## config.mk

```make
export PLATFORM = sky130hd
export DESIGN_NAME = irq_vector_requester
export DESIGN_NICKNAME = d
export VERILOG_FILES = /design/src/rtl/vir_pkg.sv /design/src/rtl/vir_sync.sv /design/src/rtl/vir_req_latch.sv /design/src/rtl/vir_ack_ctrl.sv /design/src/rtl/irq_vector_requester.sv
export SDC_FILE = /design/constraint.sdc
export NUM_CORES = 1
export LEC_CHECK = 0
export ABC_AREA = 1
export BUFFER_PORTS_ARGS = -buffer_cell sky130_fd_sc_hd__buf_2
export CORE_MARGIN = 4
export CORE_UTILIZATION = 55
export CTS_CLUSTER_DIAMETER = 100
export DETAILED_ROUTE_END_ITERATION = 16
export HOLD_SLACK_MARGIN = 0.05
export PLACE_DENSITY_LB_ADDON = 0.25
export SLEW_MARGIN = 20
export SYNTH_ARGS = -nofsm -noshare
export SYNTH_HDL_FRONTEND = slang
export SYNTH_HIERARCHICAL = 1
export SYNTH_SLANG_ARGS = --single-unit
```

## constraint.sdc

```tcl
create_clock -name clk -period 1.6 [get_ports clk]
set_input_delay 0.48 -clock clk [delete_from_list [all_inputs] [get_ports clk]]
set_output_delay 0.48 -clock clk [all_outputs]
set_load 0.01 [all_outputs]
```

## src/rtl/vir_pkg.sv

```systemverilog
package vir_pkg;
  typedef enum logic [0:0] {
    ACK_IDLE  = 1'b0,
    ACK_DRIVE = 1'b1
  } ack_state_e;
endpackage

```

## src/rtl/vir_sync.sv

```systemverilog
module vir_sync #(
  parameter int   W       = 1,
  parameter int   STAGES  = 2,
  parameter logic RST_VAL = 1'b1
) (
  input  logic         clk,
  input  logic         rst,
  input  logic [W-1:0] d,
  output logic [W-1:0] q
);
  logic [W-1:0] st [STAGES];

  genvar g;
  generate
    for (g = 0; g < STAGES; g++) begin : g_stage
      always_ff @(posedge clk) begin
        if (rst) st[g] <= {W{RST_VAL}};
        else if (g == 0) st[g] <= d;
        else st[g] <= st[(g > 0) ? g - 1 : 0];
      end
    end
  endgenerate

  assign q = st[STAGES-1];
endmodule

```

## src/rtl/vir_req_latch.sv

```systemverilog
module vir_req_latch #(
  parameter int N = 7
) (
  input  logic         clk,
  input  logic         rst,
  input  logic [N-1:0] req_s_n,
  input  logic [N-1:0] clr,
  output logic [N-1:0] pend,
  output logic         irq
);
  logic [N-1:0] pend_d;

  always_comb begin
    pend_d = (pend & ~clr) | ~req_s_n;
  end

  always_ff @(posedge clk) begin
    if (rst) begin
      pend <= '0;
      irq  <= 1'b0;
    end else begin
      pend <= pend_d;
      irq  <= |pend_d;
    end
  end
endmodule

```

## src/rtl/vir_ack_ctrl.sv

```systemverilog
module vir_ack_ctrl
  import vir_pkg::*;
#(
  parameter int N = 7,
  localparam int VW = N + 1
) (
  input  logic          clk,
  input  logic          rst,
  input  logic          ack_s_n,
  input  logic [N-1:0]  pend,
  output logic [N-1:0]  clr,
  output logic [VW-1:0] vec,
  output logic          oe
);
  ack_state_e   state;
  logic         ack_prev_n;
  logic [N-1:0] reported;
  logic         fall, rise;

  assign fall = ack_prev_n & ~ack_s_n;
  assign rise = ~ack_prev_n & ack_s_n;

  always_comb begin
    clr = '0;
    if (state == ACK_DRIVE && rise) clr = reported;
  end

  always_ff @(posedge clk) begin
    if (rst) begin
      state      <= ACK_IDLE;
      ack_prev_n <= 1'b1;
      reported   <= '0;
      vec        <= '0;
      oe         <= 1'b0;
    end else begin
      ack_prev_n <= ack_s_n;
      case (state)
        ACK_IDLE: if (fall) begin
          state    <= ACK_DRIVE;
          reported <= pend;
          vec      <= {1'b1, ~pend};
          oe       <= 1'b1;
        end
        ACK_DRIVE: if (rise) begin
          state    <= ACK_IDLE;
          reported <= '0;
          vec      <= '0;
          oe       <= 1'b0;
        end
        default: state <= ACK_IDLE;
      endcase
    end
  end
endmodule

```

## src/rtl/irq_vector_requester.sv

```systemverilog
module irq_vector_requester #(
  parameter int NUM_LINES   = 7,
  parameter int SYNC_STAGES = 2,
  localparam int VEC_W = NUM_LINES + 1
) (
  input  logic                 clk,
  input  logic                 rst,
  input  logic [NUM_LINES-1:0] req_n,
  input  logic                 ack_n,
  output logic                 irq,
  output logic [VEC_W-1:0]     vec_data,
  output logic                 vec_oe
);
  logic [NUM_LINES-1:0] req_s_n;
  logic                 ack_s_n;
  logic [NUM_LINES-1:0] pend_q;
  logic [NUM_LINES-1:0] clr_mask;

  vir_sync #(.W(NUM_LINES), .STAGES(SYNC_STAGES), .RST_VAL(1'b1)) u_req_sync (
    .clk(clk), .rst(rst), .d(req_n), .q(req_s_n)
  );

  vir_sync #(.W(1), .STAGES(SYNC_STAGES), .RST_VAL(1'b1)) u_ack_sync (
    .clk(clk), .rst(rst), .d(ack_n), .q(ack_s_n)
  );

  vir_req_latch #(.N(NUM_LINES)) u_latch (
    .clk(clk), .rst(rst), .req_s_n(req_s_n), .clr(clr_mask),
    .pend(pend_q), .irq(irq)
  );

  vir_ack_ctrl #(.N(NUM_LINES)) u_ack (
    .clk(clk), .rst(rst), .ack_s_n(ack_s_n), .pend(pend_q),
    .clr(clr_mask), .vec(vec_data), .oe(vec_oe)
  );
endmodule

```

# After elaboration in Yosys (flattened, before gate mapping)
# Memory sizes are Yosys's and may differ from the RTL's.
# Index checks and enable logic that the tools add are counted.
dict set report word_totals {
  register_bits 26
  ramBits 16
  input_bits 10
  output_inout_bits 10
  wordCells 48
  mem_count 2
}
# name depth word_bits rd rd_ports_with_merged_regs wr line_no
set mem_list {}
lappend mem_list {u_req_sync.st 2 7 2 0 2 vir_sync.sv:11} ;# logic [W-1:0] st [STAGES];
lappend mem_list {u_ack_sync.st 2 1 2 0 2 vir_sync.sv:11}
dict set report classes {
  n_eq_ne 2
  mux 20
  bitwise_logic 14
  reduce_logical 3
}
# operator count
set op_table {}
lappend op_table {{7-bit two-way mux} 5}
lappend op_table {{7-bit inverter} 3}
lappend op_table {{8-bit two-way mux} 2}
lappend op_table {{8-bit one-hot mux with 2 select lines} 1}
lappend op_table {{7-bit one-hot mux with 2 select lines} 1}
lappend op_table {{1-bit two-way mux} 9}
lappend op_table {{7-bit bitwise AND} 1}
lappend op_table {{7-bit OR} 1}
lappend op_table {{7-bit OR reduction} 1}
lappend op_table {{1-bit OR} 4}
lappend op_table {{1-bit one-hot mux with 2 select lines} 2}
lappend op_table {{1-bit inverter} 3}
lappend op_table {{1-bit bitwise AND} 2}
lappend op_table {{2-bit by 1-bit != test with 1-bit output (second input constant)} 1}
lappend op_table {{2-bit != test (second input constant)} 1}
lappend op_table {{2-bit AND reduction} 1}
lappend op_table {{1-bit logical AND} 1}

# Longest topological paths before layout
dict set report depth {
  ltp_word 8
  ltp_mapped 12
  mapped_depth_nobuf 10
}

# Cells and area by module
# Netlist, hierarchy kept.
# module instances cells_per_inst area_each_um2 seq_area_each_um2
set by_module_without_submodules {}
lappend by_module_without_submodules {vir_ack_ctrl 1 90 714.4 340.3}
lappend by_module_without_submodules {{vir_sync (u_req_sync)} 1 44 400.4 280.3}
lappend by_module_without_submodules {vir_req_latch 1 42 329.1 160.2}
lappend by_module_without_submodules {{vir_sync (u_ack_sync)} 1 7 58.8 40.0}

# Worst setup path before layout
# OpenSTA, ideal clock, no wires.
dict set report synth_path {
  path_kind {register -> register}
  from {reg u_ack.ack_prev_n}
  to {reg u_latch.irq}
  setup_time_ns 0.124
  t_arrival_ns 1.156
  t_required_ns 1.476
  path_slack_ns 0.320
  path_stages_with_launch 11
  n_path_buf 2
  synth_period_minus_slack_ns 1.280
  cell_sequence {dfxtp_1 > buf_6 > inv_2 > nand3_2 > buf_6 > nor2_1 > inv_1 > a21oi_2 > nand3_2 > nor2_1 > nor2_1}
}
dict set report synth_via {
  elab_chain_len 8
}
# item line_no
set synth_rtl {}
lappend synth_rtl {{start: declaration} vir_ack_ctrl.sv:16} ;# logic ack_prev_n;
lappend synth_rtl {{start signal: assignment} vir_ack_ctrl.sv:36} ;# ack_prev_n <= ack_s_n;
lappend synth_rtl {{1-bit inverter} vir_ack_ctrl.sv:21} ;# assign rise = ~ack_prev_n & ack_s_n;
lappend synth_rtl {{1-bit bitwise AND} vir_ack_ctrl.sv:21}
lappend synth_rtl {{1-bit logical AND} vir_ack_ctrl.sv:25} ;# if (state == ACK_DRIVE && rise) clr = reported;
lappend synth_rtl {{7-bit two-way mux} vir_ack_ctrl.sv:25}
lappend synth_rtl {{named net clr_mask[1]} irq_vector_requester.sv:17} ;# logic [NUM_LINES-1:0] clr_mask;
lappend synth_rtl {{7-bit inverter} vir_req_latch.sv:14} ;# pend_d = (pend & ~clr) | ~req_s_n;
lappend synth_rtl {{7-bit bitwise AND} vir_req_latch.sv:14}
lappend synth_rtl {{7-bit OR} vir_req_latch.sv:14}
lappend synth_rtl {{7-bit OR reduction} vir_req_latch.sv:23} ;# irq <= |pend_d;
lappend synth_rtl {{end signal: assignment} vir_req_latch.sv:23}
lappend synth_rtl {{end: declaration} vir_req_latch.sv:9} ;# output logic irq
# The timed path passes the listed nets, and every way through them passes these cells.
# A chain may end at the register's enable or synchronous reset.

# Worst setup path after layout
# Ends and elaborated chain as after synthesis.

==> impl_metrics.tcl <==
set metrics [dict create \
    outcome "complete, no violations" \
    fin_crit_sh 0.891 \
    fin_nets 213 \
    ys_seq_elements 41 \
    antenna_left 0 \
    rows 18 \
    fmax_ghz 0.701 \
    ctsHoldBuffers 0 \
    grt_pass1_vias 1010 \
    tns_ns 0 \
    final_cells 234 \
    synthesis.nets 193 \
    syn_avg_cell_area_um2 8.21 \
    hold_start "ack_n" \
    die_w_um 60.3 \
    cp_max_fo 11 \
    cts_root_buf "clkbuf_4" \
    antenna_cells 0 \
    wl_um 2460 \
    tightest_slew_ns 0.340 \
    cts_resized 0 \
    drcViolationCount 0 \
    reg2reg_depth 10 \
    use_met3 0.0583 \
    hold_path_end "u_ack_sync/st[0]$_DFF_P_" \
    synthToLayoutAreaGrowth_pct 8.24 \
    drt_first_iter_violations 35 \
    final_util 0.639 \
    dieArea_um2 3630 \
    wl_per_cell_um 10.5 \
    max_cap_violations 0 \
    place_congestion 0.828 \
    synth_area_um2 1500 \
    antenna_found_initial 0 \
    holdWs_ns 0.313 \
    p_leak_nw 0.786 \
    path_cells "inv_2, nand3_2, nor2_1, inv_1, nand2_2, nand2_1, nor2_1, nand2_1, nor2_1, nor2_1" \
    crit_required_ns 1.83 \
    busiest_layer "met2" \
    yosysSeqAreaShare 0.546 \
    power_w 0.00168 \
    slowest_delay_ns 0.42 \
    synth.top_cell.area_share 0.546 \
    portBuffers 19 \
    grt_pass1_wl_um 4240 \
    r2r_slack_ns 0.17 \
    crit_path_top_delay_cell "dfxtp_1" \
    fin_crit_ns 1.43 \
    setup_viol 0 \
    drive_above_1_share 0.196 \
    crit_type "flop to flop" \
    synth_top_cell_by_area "dfxtp_1" \
    first_pass_iters 4 \
    clk_pin_slew_ns 0.11 \
    synth_area_leaders "dfxtp_1 55%, nand2_1 9.7%, inv_1 8.2%" \
    hp-class "input pin to flop" \
    crit_buf_inv 2 \
    cp-start-kind "flop" \
    htree_levels 2 \
    arrival_ns 1.65 \
    grt_start_max_net_pins 17 \
    reg2reg_from "u_ack/ack_prev_n$_SDFF_PP1_" \
    vias_per_cell 4.86 \
    syn_inst 183 \
    clock_sinks 41 \
    whs_path_depth 3 \
    use_met1 0.175 \
    grtUsageTotal 0.158 \
    insertion_delay_ns 0.33 \
    dp_hpwl_um 1840 \
    postCtsSetupBuffers 0 \
    r2r_end "u_latch/irq$_SDFF_PP0_" \
    overflow 0 \
    drv_slew 0 \
    grtUsageMet2 0.279 \
    end_kind "flop" \
    synth_cell_types 17 \
    slew_headroom 0.773 \
    place_inst 226 \
    io_pins 20 \
    yosys_warnings 6 \
    core_area_um2 2540 \
    num_vias 1137 \
    ir_drop_mv 0.701 \
    cts_tree "built" \
    hold_viol 0 \
    crit_family "simple AND/OR/NAND/NOR gates" \
    clockBufferDepth 2 \
    cp_common_cell "nor2_1" \
    rsz0062_at_grt "no" \
    cts_buffers 5 \
    start_util 0.590 \
    fp.dieH_um 60.3 \
    clock_skew_ns 0.00644 \
    power.density_nw_per_um2 1040 \
]
## worst reg2reg max path: cells and delay by family, from the launching register on
| family | cells | cell delay, ns |
|---|---|---|
| buffers and inverters | 2 | 0.15 |
| flip-flops | 1 | 0.42 |
| AND/OR/NAND/NOR | 8 | 0.76 |
## flip-flops by register name, indices dropped and copies added (netlist names)
| name | count |
|---|---|
| u_ack/vec | 7 |
| u_ack/state | 1 |
| u_req_sync/st | 14 |
| u_ack/oe | 1 |
| u_ack/ack_prev_n | 1 |
| u_latch/irq | 1 |
| u_ack/reported | 7 |
| u_latch/pend | 7 |
| u_ack_sync/st | 2 |
## cell families after synthesis
group	share of synthesized area
DFF	0.546
and+or+nand+nor	0.216
AOI/OAI and AO/OA	0.0941
buffers and inverters	0.143
## synth_stat cells (all sizes together)
master  count
nand2      41
inv        38
clkbuf      1
a21oi      22
dfxtp      41
o21ai       1
nor2       14
a21boi      1
buf         7
nand3      10
nand4       7
## per-stage QoR
| step | worst slack [ns] | instance area, µm² |
|---|---|---|
| after global placement | 0.288 | 1580 |
| final | 0.174 | 1630 |
| after floorplan | 0.320 | 1500 |
| after detailed placement | 0.219 | 1580 |
| after global routing | 0.00649 | 1630 |
| after CTS | 0.196 | 1630 |
## per-layer routing
| layer | wire [µm] | up-vias |
|---|---|---|
| met2 | 1220 | 32 |
| met3 | 159 | 5 |
| met5 | 0 | - |
| li1 | - | 597 |
| met1 | 1040 | 503 |
| met4 | 34 | 0 |
## where the power goes
| group | internal, W | switching, W | total [W] |
|---|---|---|---|
| combinational | 0.0000547 | 0.0000755 | 0.000130 |
| sequential | 0.00107 | 0.0000241 | 0.00109 |
| clock | 0.000175 | 0.000289 | 0.000464 |
## cells in the final DEF (no fill, tap or decap)
| cell type | Yosys | routed |
|---|---|---|
| nand2_1 | 39 | 39 |
| nor2_1 | 14 | 14 |
| buf_4 | 1 | 2 |
| nand3_2 | 4 | 4 |
| clkbuf_1 | 1 | 3 |
| inv_1 | 33 | 33 |
| a21oi_2 | 2 | 2 |
| dfxtp_1 | 41 | 41 |
| inv_2 | 5 | 5 |
| nand2_2 | 2 | 2 |
| buf_2 | 1 | 19 |
| nand3_1 | 6 | 6 |
| clkbuf_4 | 0 | 5 |
| a21boi_4 | 1 | 1 |
| a21oi_1 | 20 | 20 |
| nand4_1 | 7 | 7 |
| o21ai_0 | 1 | 1 |
## final cells by class
| type | instances | area (µm²) |
|---|---|---|
| Fill cell | 240 | 918 |
| Clock buffer | 8 | 48.8 |
| Inverter | 38 | 143 |
| Multi-Input combinational cell | 96 | 467 |
| Tap cell | 30 | 37.5 |
| Sequential cell | 41 | 821 |
| Timing Repair Buffer | 21 | 110 |
## how the worst max path moves through the flow
stage	from	end	cells after the start	slack, ns
after floorplan	u_ack/ack_prev_n$_SDFF_PP1_	u_latch/irq$_SDFF_PP0_	10	0.32
after global placement	u_ack/ack_prev_n$_SDFF_PP1_	u_latch/irq$_SDFF_PP0_	8	0.29
after detailed placement	u_ack/ack_prev_n$_SDFF_PP1_	u_latch/irq$_SDFF_PP0_	10	0.22
after CTS	u_ack/ack_prev_n$_SDFF_PP1_	u_latch/irq$_SDFF_PP0_	10	0.20
after global routing	u_ack/ack_prev_n$_SDFF_PP1_	u_latch/irq$_SDFF_PP0_	10	0.006
final	u_ack/ack_prev_n$_SDFF_PP1_	u_latch/irq$_SDFF_PP0_	10	0.17
Power figures use the tool's default switching activity.
